## src/rtl/strap_boot_pkg.sv

```systemverilog
package strap_boot_pkg;
  localparam int WORD_W      = 32;
  localparam int PAD_W       = 16;
  localparam int SEL_W       = 15;
  localparam int REBOOT_BIT  = 15;
  localparam int SKEW_LSB    = 16;
  localparam int SKEW_FIELDS = 7;
  localparam int NIB_W       = 4;

  typedef enum logic [1:0] {
    RSEL_PAD    = 2'd0,
    RSEL_STICKY = 2'd1,
    RSEL_SYSTEM = 2'd2,
    RSEL_NONE   = 2'd3
  } rsel_e;

  // Spread the selected strap bits over the configuration word.
  function automatic logic [WORD_W-1:0] spread_strap(input logic [12:0] s);
    logic [WORD_W-1:0] w;
    w        = '0;
    w[1:0]   = s[1:0];
    w[3:2]   = s[3:2];
    w[5:4]   = s[1:0];
    w[7:6]   = s[3:2];
    w[8]     = s[4];
    w[9]     = s[5];
    w[11:10] = s[7:6];
    w[12]    = s[8];
    w[13]    = s[9];
    w[14]    = s[10];
    for (int k = 0; k < SKEW_FIELDS; k++) begin
      w[SKEW_LSB + 2*k +: 2] = s[12:11];
    end
    return w;
  endfunction
endpackage

```

## src/rtl/strap_latch.sv

```systemverilog
module strap_latch #(
  parameter int PAD_W = 16
) (
  input  logic             clk,
  input  logic             rst,
  input  logic [PAD_W-1:0] pad_i,
  output logic [PAD_W-1:0] pad_q,
  output logic             cap_pulse,
  output logic             booted
);
  // The single capture cycle is the first one after reset with no sample taken.
  assign cap_pulse = !booted;

  always_ff @(posedge clk) begin
    if (rst) begin
      booted <= 1'b0;
      pad_q  <= '0;
    end else if (cap_pulse) begin
      booted <= 1'b1;
      pad_q  <= pad_i;
    end
  end
endmodule

```

## src/rtl/reboot_seq.sv

```systemverilog
module reboot_seq #(
  parameter int HOLD_CYCLES = 16
) (
  input  logic clk,
  input  logic rst,
  input  logic cap_pulse,
  input  logic start,
  output logic sys_rst_o
);
  localparam int CNT_W = (HOLD_CYCLES > 2) ? $clog2(HOLD_CYCLES) : 1;
  localparam logic [CNT_W-1:0] LAST = CNT_W'(HOLD_CYCLES - 1);

  logic [CNT_W-1:0] cnt_q;
  logic             run_q;

  always_ff @(posedge clk) begin
    if (rst) begin
      sys_rst_o <= 1'b1;
      run_q     <= 1'b0;
      cnt_q     <= '0;
    end else if (cap_pulse) begin
      sys_rst_o <= 1'b0;
    end else if (start) begin
      sys_rst_o <= 1'b1;
      run_q     <= 1'b1;
      cnt_q     <= LAST;
    end else if (run_q) begin
      if (cnt_q == '0) begin
        sys_rst_o <= 1'b0;
        run_q     <= 1'b0;
      end else begin
        cnt_q <= cnt_q - 1'b1;
      end
    end
  end
endmodule

```

## src/rtl/skew_gen.sv

```systemverilog
module skew_gen #(
  parameter int          FIELDS = 7,
  parameter int          NIB_W  = 4,
  parameter int          OUT_W  = 32,
  parameter logic [27:0] BASE   = 28'h7654321
) (
  input  logic                clk,
  input  logic                rst,
  input  logic [2*FIELDS-1:0] sel_i,
  output logic [OUT_W-1:0]    skew_o
);
  localparam int USED_W = FIELDS * NIB_W;

  logic [USED_W-1:0] nib_d;

  for (genvar g = 0; g < FIELDS; g++) begin : g_nib
    logic [NIB_W-1:0] base_n;
    assign base_n = BASE[g*NIB_W +: NIB_W];
    always_comb begin
      unique case (sel_i[2*g +: 2])
        2'b00:   nib_d[g*NIB_W +: NIB_W] = base_n;
        2'b01:   nib_d[g*NIB_W +: NIB_W] = base_n + NIB_W'(2);
        2'b10:   nib_d[g*NIB_W +: NIB_W] = base_n + NIB_W'(4);
        default: nib_d[g*NIB_W +: NIB_W] = base_n - NIB_W'(4);
      endcase
    end
  end

  always_ff @(posedge clk) begin
    if (rst) skew_o <= '0;
    else     skew_o <= {{(OUT_W-USED_W){1'b0}}, nib_d};
  end
endmodule

```

## src/rtl/strap_boot_ctrl.sv

```systemverilog
module strap_boot_ctrl
  import strap_boot_pkg::*;
#(
  parameter int          HOLD_CYCLES   = 16,
  parameter logic [14:0] DEFAULT_STRAP = 15'h1A5B,
  parameter logic [27:0] SKEW_BASE     = 28'h7654321,
  parameter int          ADDR_W        = 2
) (
  input  logic              clk,
  input  logic              rst,
  input  logic [15:0]       pad_strap_i,
  input  logic              reg_wr_i,
  input  logic [ADDR_W-1:0] reg_addr_i,
  input  logic [31:0]       reg_wdata_i,
  output logic [31:0]       reg_rdata_o,
  output logic              sys_rst_o,
  output logic [1:0]        skew_sel_o,
  output logic [31:0]       skew_cfg_o
);
  localparam logic [ADDR_W-1:0] A_PAD    = ADDR_W'(RSEL_PAD);
  localparam logic [ADDR_W-1:0] A_STICKY = ADDR_W'(RSEL_STICKY);
  localparam logic [ADDR_W-1:0] A_SYSTEM = ADDR_W'(RSEL_SYSTEM);

  logic [PAD_W-1:0]    pad_q;
  logic                cap_pulse;
  logic                booted;
  logic [WORD_W-2:0]   sticky_q;
  logic [WORD_W-1:0]   system_q;
  logic [12:0]         sel_bits;
  logic                wr_ok;
  logic                reboot_go;

  strap_latch #(.PAD_W(PAD_W)) u_latch (
    .clk       (clk),
    .rst       (rst),
    .pad_i     (pad_strap_i),
    .pad_q     (pad_q),
    .cap_pulse (cap_pulse),
    .booted    (booted)
  );

  // Override bit swaps in the built-in default.
  assign sel_bits  = pad_strap_i[PAD_W-1] ? DEFAULT_STRAP[12:0] : pad_strap_i[12:0];
  assign wr_ok     = reg_wr_i && booted && !sys_rst_o && (reg_addr_i == A_STICKY);
  assign reboot_go = wr_ok && reg_wdata_i[REBOOT_BIT];

  reboot_seq #(.HOLD_CYCLES(HOLD_CYCLES)) u_reboot (
    .clk       (clk),
    .rst       (rst),
    .cap_pulse (cap_pulse),
    .start     (reboot_go),
    .sys_rst_o (sys_rst_o)
  );

  always_ff @(posedge clk) begin
    if (rst) begin
      sticky_q <= '0;
      system_q <= '0;
    end else if (cap_pulse) begin
      sticky_q <= spread_strap(sel_bits)[WORD_W-2:0];
      system_q <= spread_strap(sel_bits);
    end else if (wr_ok) begin
      sticky_q <= reg_wdata_i[WORD_W-2:0];
      if (reboot_go) system_q <= reg_wdata_i;
    end
  end

  always_ff @(posedge clk) begin
    if (rst) begin
      reg_rdata_o <= '0;
    end else begin
      if (reg_addr_i == A_PAD)         reg_rdata_o <= {{(WORD_W-PAD_W){1'b0}}, pad_q};
      else if (reg_addr_i == A_STICKY) reg_rdata_o <= {1'b0, sticky_q};
      else if (reg_addr_i == A_SYSTEM) reg_rdata_o <= system_q;
      else                             reg_rdata_o <= '0;
    end
  end

  skew_gen #(
    .FIELDS (SKEW_FIELDS),
    .NIB_W  (NIB_W),
    .OUT_W  (WORD_W),
    .BASE   (SKEW_BASE)
  ) u_skew (
    .clk    (clk),
    .rst    (rst),
    .sel_i  (system_q[SKEW_LSB +: 2*SKEW_FIELDS]),
    .skew_o (skew_cfg_o)
  );

  assign skew_sel_o = system_q[SKEW_LSB +: 2];
endmodule

```

## config.mk

```make
export PLATFORM = sky130hd
export DESIGN_NAME = strap_boot_ctrl
export DESIGN_NICKNAME = d
export VERILOG_FILES = /design/src/rtl/strap_boot_pkg.sv /design/src/rtl/strap_latch.sv /design/src/rtl/reboot_seq.sv /design/src/rtl/skew_gen.sv /design/src/rtl/strap_boot_ctrl.sv
export SDC_FILE = /design/constraint.sdc
export NUM_CORES = 1
export LEC_CHECK = 0
export ABC_AREA = 1
export CAP_MARGIN = 20
export CORE_MARGIN = 1.5
export CORE_UTILIZATION = 40
export DETAILED_ROUTE_END_ITERATION = 6
export PLACE_DENSITY = 0.67
export SYNTH_ARGS = -nofsm -noshare
export SYNTH_HDL_FRONTEND = slang
export SYNTH_HIERARCHICAL = 1
export SYNTH_SLANG_ARGS = --single-unit
```

## constraint.sdc

```tcl
create_clock -name clk -period 1.85 [get_ports clk]
set_input_delay 0.37 -clock clk [delete_from_list [all_inputs] [get_ports clk]]
set_output_delay 0.37 -clock clk [all_outputs]
set_load 0.05 [all_outputs]
```

==> metrics.md <==
| Metric | Value |
|---|---|
| Status | `finished, final reports clean` |
| Die Ht | `between 100 and 150 um` |
| Number of endpoints with negative hold slack in the final report | `0` |
| Antenna Diode Count | `0` |
| # DRC | `0` |
| Number of warnings reported in the yosys synthesis log | `6` |
| Terminating pin of the worst hold path | `sticky_q[15]` |
| Maximum operating frequency | `~610 MHz` |
| Max-Slew Margin vs Limit | `0.629` |
| Worst setup path category | `flop to primary output` |
| Worst path buffer plus inverter count | `1` |
| Number of global-route vias before repair | `between 5000 and 6000` |
| Global-route wire length before repair | `~25000 um` |
| Via-per-instance ratio | `4.71` |
| Crit-path leading delay family | `buffers and inverters` |
| Number of unique standard cell types used by synthesis | `27` |
| Total Routing Usage GR | `0.203` |
| Reg-to-reg critical path endpoint | `sticky_q[7]` |
| Number of antenna violations at the first check in global routing | `0` |
| Max-cap check violation count | `0` |
| Starting DRT DRC Count | `roughly 430` |
| Largest fanout on the critical path | `1` |
| CTS Sinks | `between 100 and 150` |
| Cts bufs inserted | `17` |
| Final weighted congestion of routability-driven global placement | `0.804` |
| Critical path arrival | `around 1.3 ns` |
| Final worst clock skew | `0.0107 ns` |
| TritonRoute pass-1 iters | `6` |
| Required time at the worst-slack endpoint | `between 1 and 1.5 ns` |
| Mean cell area of the mapped netlist | `~7 um^2` |
| Static power due to leakage | `3.88 nW` |
| Setup violation total in the final timing report | `0` |
| Worst reg2reg setup slack | `between 0.2 and 0.3 ns` |
| Portion of the post-synthesis area used by sequential elements | `0.460` |
| Die ar. | `approximately 16000 um^2` |
| Number of cells in the finished layout apart from fillers | `between 1000 and 1500` |
| Max stage delay cell, worst path | `dlygate4sd2_1` |
| Class of the worst hold path | `flop to flop` |
| Number of max-slew violations in the final report | `0` |
| Highest ir drop seen on vdd | `between 700 and 800 uV` |
| Chip width | `between 100 and 150 um` |
| Yosys reg bits | `140` |
| Vias | `5581` |
| Placed insts | `1153` |
| Cell depth of the worst min-delay path | `2` |
| Combined area of all synthesized cells | `about 6100 um^2` |
| Post-DRT Antenna Nets | `0` |
| Unrepaired setup endpoints after global routing | `false` |
| Max stage delay on crit path | `0.52 ns` |
| Clock slew at the register clock pins of the worst setup and hold paths | `0.06 ns` |
| Syn Inst Count | `around 860` |
| Average routed wire per standard cell | `around 13 um` |
| Effective utilization at floorplan | `0.414` |
| Number of port buffers | `112` |
| Kind of end point of the critical path | `primary output` |
| Depth of the worst register-to-register path | `6` |
| Final Core Density | `0.547` |
| Buffer depth of the longest clock path | `2` |
| Part of the cycle the worst path needs | `0.879` |
| Post-detail-place hpwl | `10700 um` |
| CTS H-tree lvls | `4` |
| Synthesis-to-layout area growth | `31.9%` |
| Series of cell instances along the critical path | `dlygate4sd2_1` |
| Core area | `about 15000 um^2` |
| Final net count | `1046` |
| Worst r2r src | `u_latch/booted` |
| Clock root buffer | `clkbuf_16` |
| Placement row count | `44` |
| GR Overflow Total | `0` |
| Worst-Margin Slew | `about 0.56 ns` |
| Maximum number of pins on one net before global-route repair | `between 40 and 50` |
| Startpoint of the tightest hold check path | `sticky_q[15]` |
| Clk Latency, worst-skew pair | `roughly 0.43 ns` |
| Final critical delay including setup and external delays | `approximately 1.6 ns` |
| Fin Setup TNS | `0 ns` |
| Number of top-level pins | `between 100 and 150` |
| Power per cell area | `between 1000 and 1500 nW/um^2` |
| Clock tree from TritonCTS | `yes` |
| Layout cell share with drive strength beyond 1 | `0.130` |
| Critical Path Start Type | `flop` |
| Total wire length | `~15000 um` |
-- how the worst max path moves through the flow --
stage | startpoint | end | slack (ns) | cells past startpoint
finish | reg_rdata_o[28] | reg_rdata_o[28] | 0.22 | 1
global route | u_latch/booted | sticky_q[28] | 0.12 | 6
CTS | reg_rdata_o[28] | reg_rdata_o[28] | 0.19 | 1
detailed placement | reg_addr_i[1] | sticky_q[7] | -0.14 | 7
global placement | reg_wr_i | sticky_q[8] | -0.11 | 9
floorplan | u_reboot/sys_rst_o | u_reboot/cnt_q[3] | 0.20 | 10
-- kinds of logic (layout without fill, tap and decap cells) --
| logic type | after synthesis | in the layout | share of synthesized area |
|---|---|---|---|
| AO/OA/AOI/OAI | 81 | 81 | 0.0731 |
| adder cells (fa/ha/maj) | 5 | 5 | 0.0103 |
| buffers and inverters | 150 | 281 | 0.119 |
| flip-flops | 140 | 140 | 0.460 |
| other | 1 | 7 | 0.000616 |
| AND/OR/NAND/NOR | 487 | 487 | 0.337 |
-- cell usage after synthesis --
cell type,n,share of area
o211ai_1,15,0.018
nor2_1,170,0.10
inv_4,1,0.0010
nor2_8,1,0.0033
nand2_2,3,0.0031
conb_1,1,0.00062
o21ai_1,13,0.011
buf_6,8,0.015
nand3_1,36,0.030
dfxtp_1,140,0.46
clkbuf_1,9,0.0055
a21oi_1,26,0.021
nand3b_1,26,0.032
inv_1,85,0.052
nand3_4,2,0.0058
ha_1,5,0.010
clkinv_2,1,0.00082
o21a_1,1,0.0012
nor2_4,2,0.0037
buf_2,16,0.013
nand2_1,243,0.15
nand2_4,1,0.0018
o21ai_0,26,0.021
buf_4,21,0.026
inv_2,5,0.0031
nor2_2,3,0.0031
buf_1,4,0.0025
-- cell type report --
cell class,count,area (um^2)
clock buffers,21,460
clock inverters,11,190
fillers,1401,6670
inverters,92,349
multi-input cells,580,2590
flip-flops and latches,140,2800
well taps,184,230
repair buffers,157,1420
-- per-stage QoR --
stage                     area, um^2  worst slack, ns  hold WS [ns]  total power [mW]
after floorplan                 6110            0.204         0.419              4.07
after global placement          7410           -0.108         0.445              4.46
after detailed placement        7410           -0.138         0.451              4.47
after CTS                       8030            0.192         0.460              8.21
after global routing            8030            0.117         0.485              8.47
final                           8030            0.223         0.460              8.13
-- power breakdown --
| group | switching (mW) | internal, mW | total, mW |
|---|---|---|---|
| Sequential | 0.0790 | 3.19 | 3.27 |
| Clock | 1.28 | 2.46 | 3.74 |
| Combinational | 0.714 | 0.411 | 1.13 |
| Total | 2.07 | 6.06 | 8.13 |
-- placed cells by master, fill, tap and decap left out, types with 2 or more instances in the layout --
master,n
clkbuf_8,2
inv_1,84
o211ai_1,15
clkinv_2,4
nand3_4,2
dlygate4sd2_1,25
ha_1,5
nand3b_1,26
o21ai_0,26
bufinv_16,5
a21oi_1,26
dfxtp_1,140
buf_12,6
o21ai_1,13
clkbuf_16,17
nand2_2,3
clkinv_4,2
nor2_1,170
nor2_4,2
conb_1,7
nor2_2,3
nand3_1,36
clkbuf_1,2
nand2_1,243
clkdlybuf4s50_1,52
inv_2,6
buf_4,74
-- sequential cells by signal, summed over array words and instances, names as in the netlist --
name,cells
reg_rdata_o,32
sticky_q,31
system_q,32
u_latch/booted,1
u_latch/pad_q,16
u_reboot/cnt_q,4
u_reboot/run_q,1
u_reboot/sys_rst_o,1
u_skew/skew_o,22
-- metal layers --
metal / share of wire / vias to the layer above / routed length [um] / GRT usage
met4: 0.015 / 0 / 229 / 0.0730
met1: 0.48 / 2502 / 7320 / 0.270
met5: 0 / - / 0 / 0
li1: - / 2874 / - / -
met2: 0.45 / 188 / 6950 / 0.319
met3: 0.059 / 17 / 904 / 0.0523
-- timing repair --
action	4_1_cts	5_1_grt
endpoints found under the setup margin	25	0
gates resized for setup	25	0
hold buffers	0	0
setup buffers	0	0
Power figures use the tool's default switching activity.
